==> src/rtl/cnt_pkg.sv <==
package cnt_pkg;
  typedef enum logic [1:0] {
    SEQ_FULL         = 2'd0,
    SEQ_CARRY_RELOAD = 2'd1,
    SEQ_TERM_CLEAR   = 2'd2
  } seq_mode_e;
endpackage

==> src/rtl/cnt_carry_gen.sv <==
module cnt_carry_gen #(
  parameter int WIDTH = 4
) (
  input  logic [WIDTH-1:0] q,
  input  logic             en_t,
  output logic             carry
);
  // Carry looks only at the full state and the carry-qualifying enable.
  assign carry = en_t & (&q);
endmodule

==> src/rtl/cnt_seq_ctrl.sv <==
module cnt_seq_ctrl #(
  parameter int                WIDTH      = 4,
  parameter cnt_pkg::seq_mode_e MODE      = cnt_pkg::SEQ_FULL,
  parameter int                START_VAL  = 5,
  parameter int                TERM_STATE = 10
) (
  input  logic [WIDTH-1:0] q,
  input  logic             carry,
  input  logic             clr_n,
  input  logic             ld_n,
  input  logic [WIDTH-1:0] din,
  output logic             clr_req,
  output logic             ld_req,
  output logic [WIDTH-1:0] ld_val
);
  localparam logic [WIDTH-1:0] START_W = WIDTH'(START_VAL);
  localparam logic [WIDTH-1:0] TERM_W  = WIDTH'(TERM_STATE);

  logic term_hit;
  logic reload_hit;

  generate
    if (MODE == cnt_pkg::SEQ_TERM_CLEAR) begin : g_term
      // Partial decode: only bits that are 1 in the terminal value take part.
      assign term_hit   = &(q | ~TERM_W);
      assign reload_hit = 1'b0;
    end else if (MODE == cnt_pkg::SEQ_CARRY_RELOAD) begin : g_reload
      assign term_hit   = 1'b0;
      assign reload_hit = carry;
    end else begin : g_full
      assign term_hit   = 1'b0;
      assign reload_hit = 1'b0;
    end
  endgenerate

  assign clr_req = ~clr_n | term_hit;
  assign ld_req  = ~ld_n | reload_hit;
  assign ld_val  = ~ld_n ? din : START_W;
endmodule

==> src/rtl/cnt_bit_slice.sv <==
module cnt_bit_slice #(
  parameter int WIDTH = 4
) (
  input  logic             clk,
  input  logic             clr_req,
  input  logic             ld_req,
  input  logic [WIDTH-1:0] ld_val,
  input  logic             step,
  output logic [WIDTH-1:0] q
);
  // ones_below[k] is high when counting is enabled and bits 0..k-1 are all 1.
  logic [WIDTH:0] ones_below;
  assign ones_below[0] = step;

  generate
    for (genvar gi = 0; gi < WIDTH; gi++) begin : g_bit
      assign ones_below[gi+1] = ones_below[gi] & q[gi];

      always_ff @(posedge clk) begin
        if (clr_req)     q[gi] <= 1'b0;
        else if (ld_req) q[gi] <= ld_val[gi];
        else             q[gi] <= q[gi] ^ ones_below[gi];
      end
    end
  endgenerate
endmodule

==> src/rtl/sync_preset_counter.sv <==
module sync_preset_counter #(
  parameter int                WIDTH      = 4,
  parameter cnt_pkg::seq_mode_e MODE      = cnt_pkg::SEQ_FULL,
  parameter int                START_VAL  = 5,
  parameter int                TERM_STATE = 10
) (
  input  logic             clk,
  input  logic             clr_n,
  input  logic             ld_n,
  input  logic [WIDTH-1:0] din,
  input  logic             en_p,
  input  logic             en_t,
  output logic [WIDTH-1:0] q,
  output logic             carry
);
  localparam logic [WIDTH-1:0] ALL_ONES = {WIDTH{1'b1}};
  localparam logic [WIDTH-1:0] START_W  = WIDTH'(START_VAL);
  localparam logic [WIDTH-1:0] TERM_W   = WIDTH'(TERM_STATE);

  logic             clr_req;
  logic             ld_req;
  logic [WIDTH-1:0] ld_val;
  logic             step;

  assign step = en_p & en_t;

  cnt_carry_gen #(.WIDTH(WIDTH)) u_carry (
    .q(q), .en_t(en_t), .carry(carry)
  );

  cnt_seq_ctrl #(
    .WIDTH(WIDTH), .MODE(MODE), .START_VAL(START_VAL), .TERM_STATE(TERM_STATE)
  ) u_ctrl (
    .q(q), .carry(carry), .clr_n(clr_n), .ld_n(ld_n), .din(din),
    .clr_req(clr_req), .ld_req(ld_req), .ld_val(ld_val)
  );

  cnt_bit_slice #(.WIDTH(WIDTH)) u_bits (
    .clk(clk), .clr_req(clr_req), .ld_req(ld_req), .ld_val(ld_val),
    .step(step), .q(q)
  );

  // Checks are armed once the first clear edge has been seen.
  logic armed_q;
  always_ff @(posedge clk) armed_q <= armed_q | ~clr_n;

  AST_CLEAR_WINS: assert property (@(posedge clk) disable iff (armed_q !== 1'b1)
    !clr_n |=> q == '0);
  AST_LOAD_TAKES: assert property (@(posedge clk) disable iff (armed_q !== 1'b1)
    (clr_n && !ld_n && !clr_req) |=> q == $past(din));
  AST_COUNT_STEP: assert property (@(posedge clk) disable iff (armed_q !== 1'b1)
    (!clr_req && !ld_req && en_p && en_t) |=> q == WIDTH'($past(q) + 1'b1));
  AST_HOLD_IDLE: assert property (@(posedge clk) disable iff (armed_q !== 1'b1)
    (!clr_req && !ld_req && !(en_p && en_t)) |=> $stable(q));
  AST_CARRY_NEEDS_ENT: assert property (@(posedge clk) disable iff (armed_q !== 1'b1)
    carry |-> (en_t && q == ALL_ONES));

  generate
    if (MODE == cnt_pkg::SEQ_FULL) begin : g_chk_full
      AST_WRAP_ZERO: assert property (@(posedge clk) disable iff (armed_q !== 1'b1)
        (clr_n && ld_n && carry && en_p) |=> q == '0);
    end else if (MODE == cnt_pkg::SEQ_CARRY_RELOAD) begin : g_chk_reload
      AST_RELOAD_START: assert property (@(posedge clk) disable iff (armed_q !== 1'b1)
        (clr_n && ld_n && carry) |=> q == START_W);
    end else begin : g_chk_term
      AST_TERM_CLEARS: assert property (@(posedge clk) disable iff (armed_q !== 1'b1)
        (q == TERM_W) |=> q == '0);
    end
  endgenerate
endmodule

==> config.mk <==
export PLATFORM = sky130hd
export DESIGN_NAME = sync_preset_counter
export DESIGN_NICKNAME = d
export VERILOG_FILES = /design/src/rtl/cnt_pkg.sv /design/src/rtl/cnt_carry_gen.sv /design/src/rtl/cnt_seq_ctrl.sv /design/src/rtl/cnt_bit_slice.sv /design/src/rtl/sync_preset_counter.sv
export SDC_FILE = /design/constraint.sdc
export NUM_CORES = 1
export LEC_CHECK = 0
export BUFFER_PORTS_ARGS = -buffer_cell sky130_fd_sc_hd__clkbuf_2
export CAP_MARGIN = 20
export CORE_AREA = 10 10 47 49
export DETAILED_ROUTE_END_ITERATION = 7
export DIE_AREA = 0 0 57 59
export PLACE_DENSITY = 0.5
export SETUP_SLACK_MARGIN = 0.3
export SLEW_MARGIN = 30
export SYNTH_ARGS = -nofsm -noshare
export SYNTH_HDL_FRONTEND = slang
export SYNTH_SLANG_ARGS = --single-unit
==> constraint.sdc <==
create_clock -name clk -period 1.1 [get_ports clk]
set_input_delay 0.165 -clock clk [delete_from_list [all_inputs] [get_ports clk]]
set_output_delay 0.165 -clock clk [all_outputs]
set_load 0.02 [all_outputs]
Yosys cells after proc, flatten, opt, wreduce, memory -nomap -nowiden. Cells that the tools add are included.

Mux-type cells: 4. Bitwise operators: 9. Reduce and logical (&&, ||, !) cells: 1.

Operator list (count): AND 1 bit (5); 2-to-1 mux 1 bit (4); AND reduction 4 bit (1); XOR 1 bit (4).

Register bits: 4. Input port bits: 9. Output and inout port bits: 5. Word-level logic and storage cells: 18.

Longest topological paths before layout.
Depth in word-level cells: 6. Gate-level depth with buffers: 6. Depth with buffers taken out: 6.

Cells and area by module. From an unflattened synthesis, not the netlist that was laid out.

Cells, all modules: 28. Area, all modules: 254.0 sq um.

Modules (own cells, without submodules): cnt_bit_slice (instances 1, cells an instance 18, area each 202.7 sq um, seq. area each 80.1 sq um); cnt_seq_ctrl (instances 1, cells an instance 6, area each 32.5 sq um, seq. area each 0.0 sq um); cnt_carry_gen (instances 1, cells an instance 3, area each 12.5 sq um, seq. area each 0.0 sq um); sync_preset_counter (instances 1, cells an instance 1, area each 6.3 sq um, seq. area each 0.0 sq um).

Worst setup path before layout. OpenSTA, ideal clock, no wires.

Path kind: register to register. Start: register u_bits.q[0]. End: register u_bits.q[2]. Arrival time: 1.181 ns. Required time: 0.984 ns. Path slack: -0.197 ns. Cell stages (with the launch flop): 6. Buffers on the path: 0. Path through: dfxtp_1 -> ha_1 -> ha_1 -> ha_1 -> mux2i_1 -> nor2b_1.

Longest elaborated chain between the ends: 4.

RTL lines: start: declaration (RTL line cnt_bit_slice.sv:9) `output logic [WIDTH-1:0] q`; start signal: indexed assignment (RTL line cnt_bit_slice.sv:21) `else if (ld_req) q[gi] <= ld_val[gi];`; start signal: indexed assignment (RTL line cnt_bit_slice.sv:22) `else q[gi] <= q[gi] ^ ones_below[gi];`; AND 1 bit (2 in a row) (RTL line cnt_bit_slice.sv:17) `assign ones_below[gi+1] = ones_below[gi] & q[gi];`; XOR 1 bit (RTL line cnt_bit_slice.sv:22); 2-to-1 mux 1 bit (RTL line cnt_bit_slice.sv:21).

Every way passes these cells. A chain may end at the register's enable or synchronous reset.

Worst setup path after layout. Ends and elaborated chain as after synthesis.

==> metrics.md <==
| Metric | Value |
|---|---|
| Maximum fanout along the worst path | 2 |
| Htree depth | 1 |
| CTS tree | done |
| Fin util | 33.4% |
| Final period util | 104% |
| Outcome | finished with violations |
| Slew headroom | between 80% and 90% |
| Clock Tree Buf Depth | 2 |
| Fillers | 150 |
| Total gr overflow | 0 |
| Clk_skew | 4.72 ps |
| Crit start category | register |
| Core area | roughly 0.0014 mm² |
| Remaining DRCs | 0 |
| Antenna cells | 0 |
| Arrival time at the worst endpoint | approximately 1300 ps |
| Crit path from | u_bits.q[0] |
| Drt first pass iters | 1 |
| Drt wl/cell | between 10 and 15 µm |
| Top Registers | u_bits.q (4) |
| First-pass GRT wire length | 1120 µm |
| # IOs | 14 |
| Seq/Total Area, Yosys | between 30% and 40% |
| Overall routing resource usage | 4.29% |
| Min-delay src | din[1] |
| Slew @ Worst Pin | 157 ps |
| Die Y | between 50 and 60 µm |
| Placed inst area | 342 µm² |
| Syn nets | 33 |
| Flops & latches, synth | 4 |
| Max Cap Violations | 0 |
| Worst hold path type | primary input to register |
| Nets@finish | 54 |
| VDD IR max | 0.000499 V |
| Pwr dens | 1050 mW/mm² |
| Hold buffers post-CTS | 0 |
| Clock Latency Late Sink | 240 ps |
| Post-route cell area | 468 µm² |
| Initial Util | roughly 15% |
| RePlAce Congestion | 0.666 |
| DP Wirelength | ~500 µm |
| Final setup TNS | -105 ps |
| Remaining antenna violation count | 0 |
| Via count | 207 |
| Crit Reg-Reg Startpoint | u_bits.q[0] |
| Worst Path Required | 1220 ps |
| Post-Syn Instances | 21 |
| Initial antenna violation count | 0 |
| Area growth, synth to finish | 117% |
| FP Rows | 14 |
| Leakage | 0.000199 µW |
| Slew Limit Fails | 0 |
| Place WS | -164 ps |
| Port Buffers | 13 |
| Setup violators final | 3 |
| Die extent in x | 57 µm |
| CP Class | register to register |
| Largest cells by area after synthesis | dfxtp_1 37%, ha_1 17%, mux2i_1 14% |
| Num CTS Buffers | 3 |
| Tmin final | 1150 ps |
| Clk slew on worst S/H paths | 40 ps |
| Largest net degree at the start of global routing | 6 |
| Failing checks | negative setup slack |
| DIE AREA | 0.00336 mm² |
| Total clock sinks | 4 |
| Most flops, register | u_bits.q |
| Critical path endpoint category | register |
| Reg area | 95.1 µm² |
| Fin. Hold Viols | 0 |
| Max reg flops | 4 |
| Via density | 3.63 |
| Syn avg cell area | 10.2 µm² |
| Synthesized area | ~220 µm² |
| Synth warn | 0 |
| Synth area leader | dfxtp_1 |
| RSZ-0062 raised after global routing | yes |
| Vias in the first global route | 244 |
| Final WL | 646 µm |
| Final WS setup | -48.1 ps |
| Root buf cell | clkbuf_4 |
| Synth unique cells | 12 |
| Initial drt markers | 0 |
| Synth top area share | between 30 and 40% |
| Layout cells sized above 1 | about three quarters |
| Max Fclk | 871 MHz |
| Multi-input logic area | 180 µm² |
-- critical path, stage by stage (launching register included) --
cell and delay [ps]:
dfxtp_4 340, ha_4 160, ha_4 160, ha_4 200, mux2i_1 120, nor2b_1 50
-- layout by cell type (no fill, tap or decap), drive strengths merged --
cell type,instances
o21ai,1
nand3,1
mux2i,3
buf,7
a21oi,1
ha,3
xnor2,1
nor2b,3
dfxtp,4
nand2,1
nor2,1
clkbuf,14
and2,1
-- metal layers --
layer	GRT usage (%)	wire length (µm)
met1	5.27	336
met2	4.96	229
met3	4.94	80
met4	0	0
met5	0	0
-- final timing paths --
| kind | end | slack (ps) | cells past startpoint |
|---|---|---|---|
| hold / removal | u_bits.q[1] | 190 | 3 |
| setup reg to reg | u_bits.q[2] | -50 | 5 |
| hold reg to reg | u_bits.q[0] | 650 | 3 |
| setup / recovery | u_bits.q[2] | -50 | 5 |
-- power breakdown --
part | switching (µW) | internal (µW)
sequential | 12.6 | 155
combinational | 47.6 | 72.6
clock | 68.0 | 137
total | 128 | 364
-- metrics by stage --
step | hold WS, ps | std cells | total power [µW]
2_1_floorplan | 292 | 21 | 219
4_1_cts | 176 | 56 | 499
3_5_place_dp | 430 | 50 | 253
6_report | 185 | 57 | 492
5_1_grt | 189 | 57 | 538
3_3_place_gp | 418 | 50 | 253
-- timing repair --
action                                  CTS  global route
resized for setup                        17             6
pin swaps                                 2             3
gates cloned                              0             0
endpoints found under the setup margin    9             9
buffers inserted                          2             1
-- synthesized netlist by cell type (all sizes together) --
cell / number
a21oi: 1
and2: 1
buf: 1
dfxtp: 4
ha: 3
mux2i: 3
nand2: 1
nand3: 1
nor2: 1
nor2b: 3
o21ai: 1
xnor2: 1
-- cell type report --
cell class / instances / share of cell area (%)
multi-input combinational: 16 / 38.5
clock buffer: 4 / 5.61
sequential: 4 / 20.3
timing repair buffer: 17 / 31.3
tap: 16 / 4.28
-- kinds of logic after synthesis --
kind of cell               after synthesis  synth area share (%)
AOI/OAI and AO/OA                        2                  4.65
xor gates and xnor gates                 1                  4.07
adders and majority gates                3                  17.4
buffers and inverters                    1                  5.23
DFF                                      4                  37.2
muxes                                    3                  14.0
and+or+nand+nor                          7                  17.4
(Power assumes the default switching activity.)
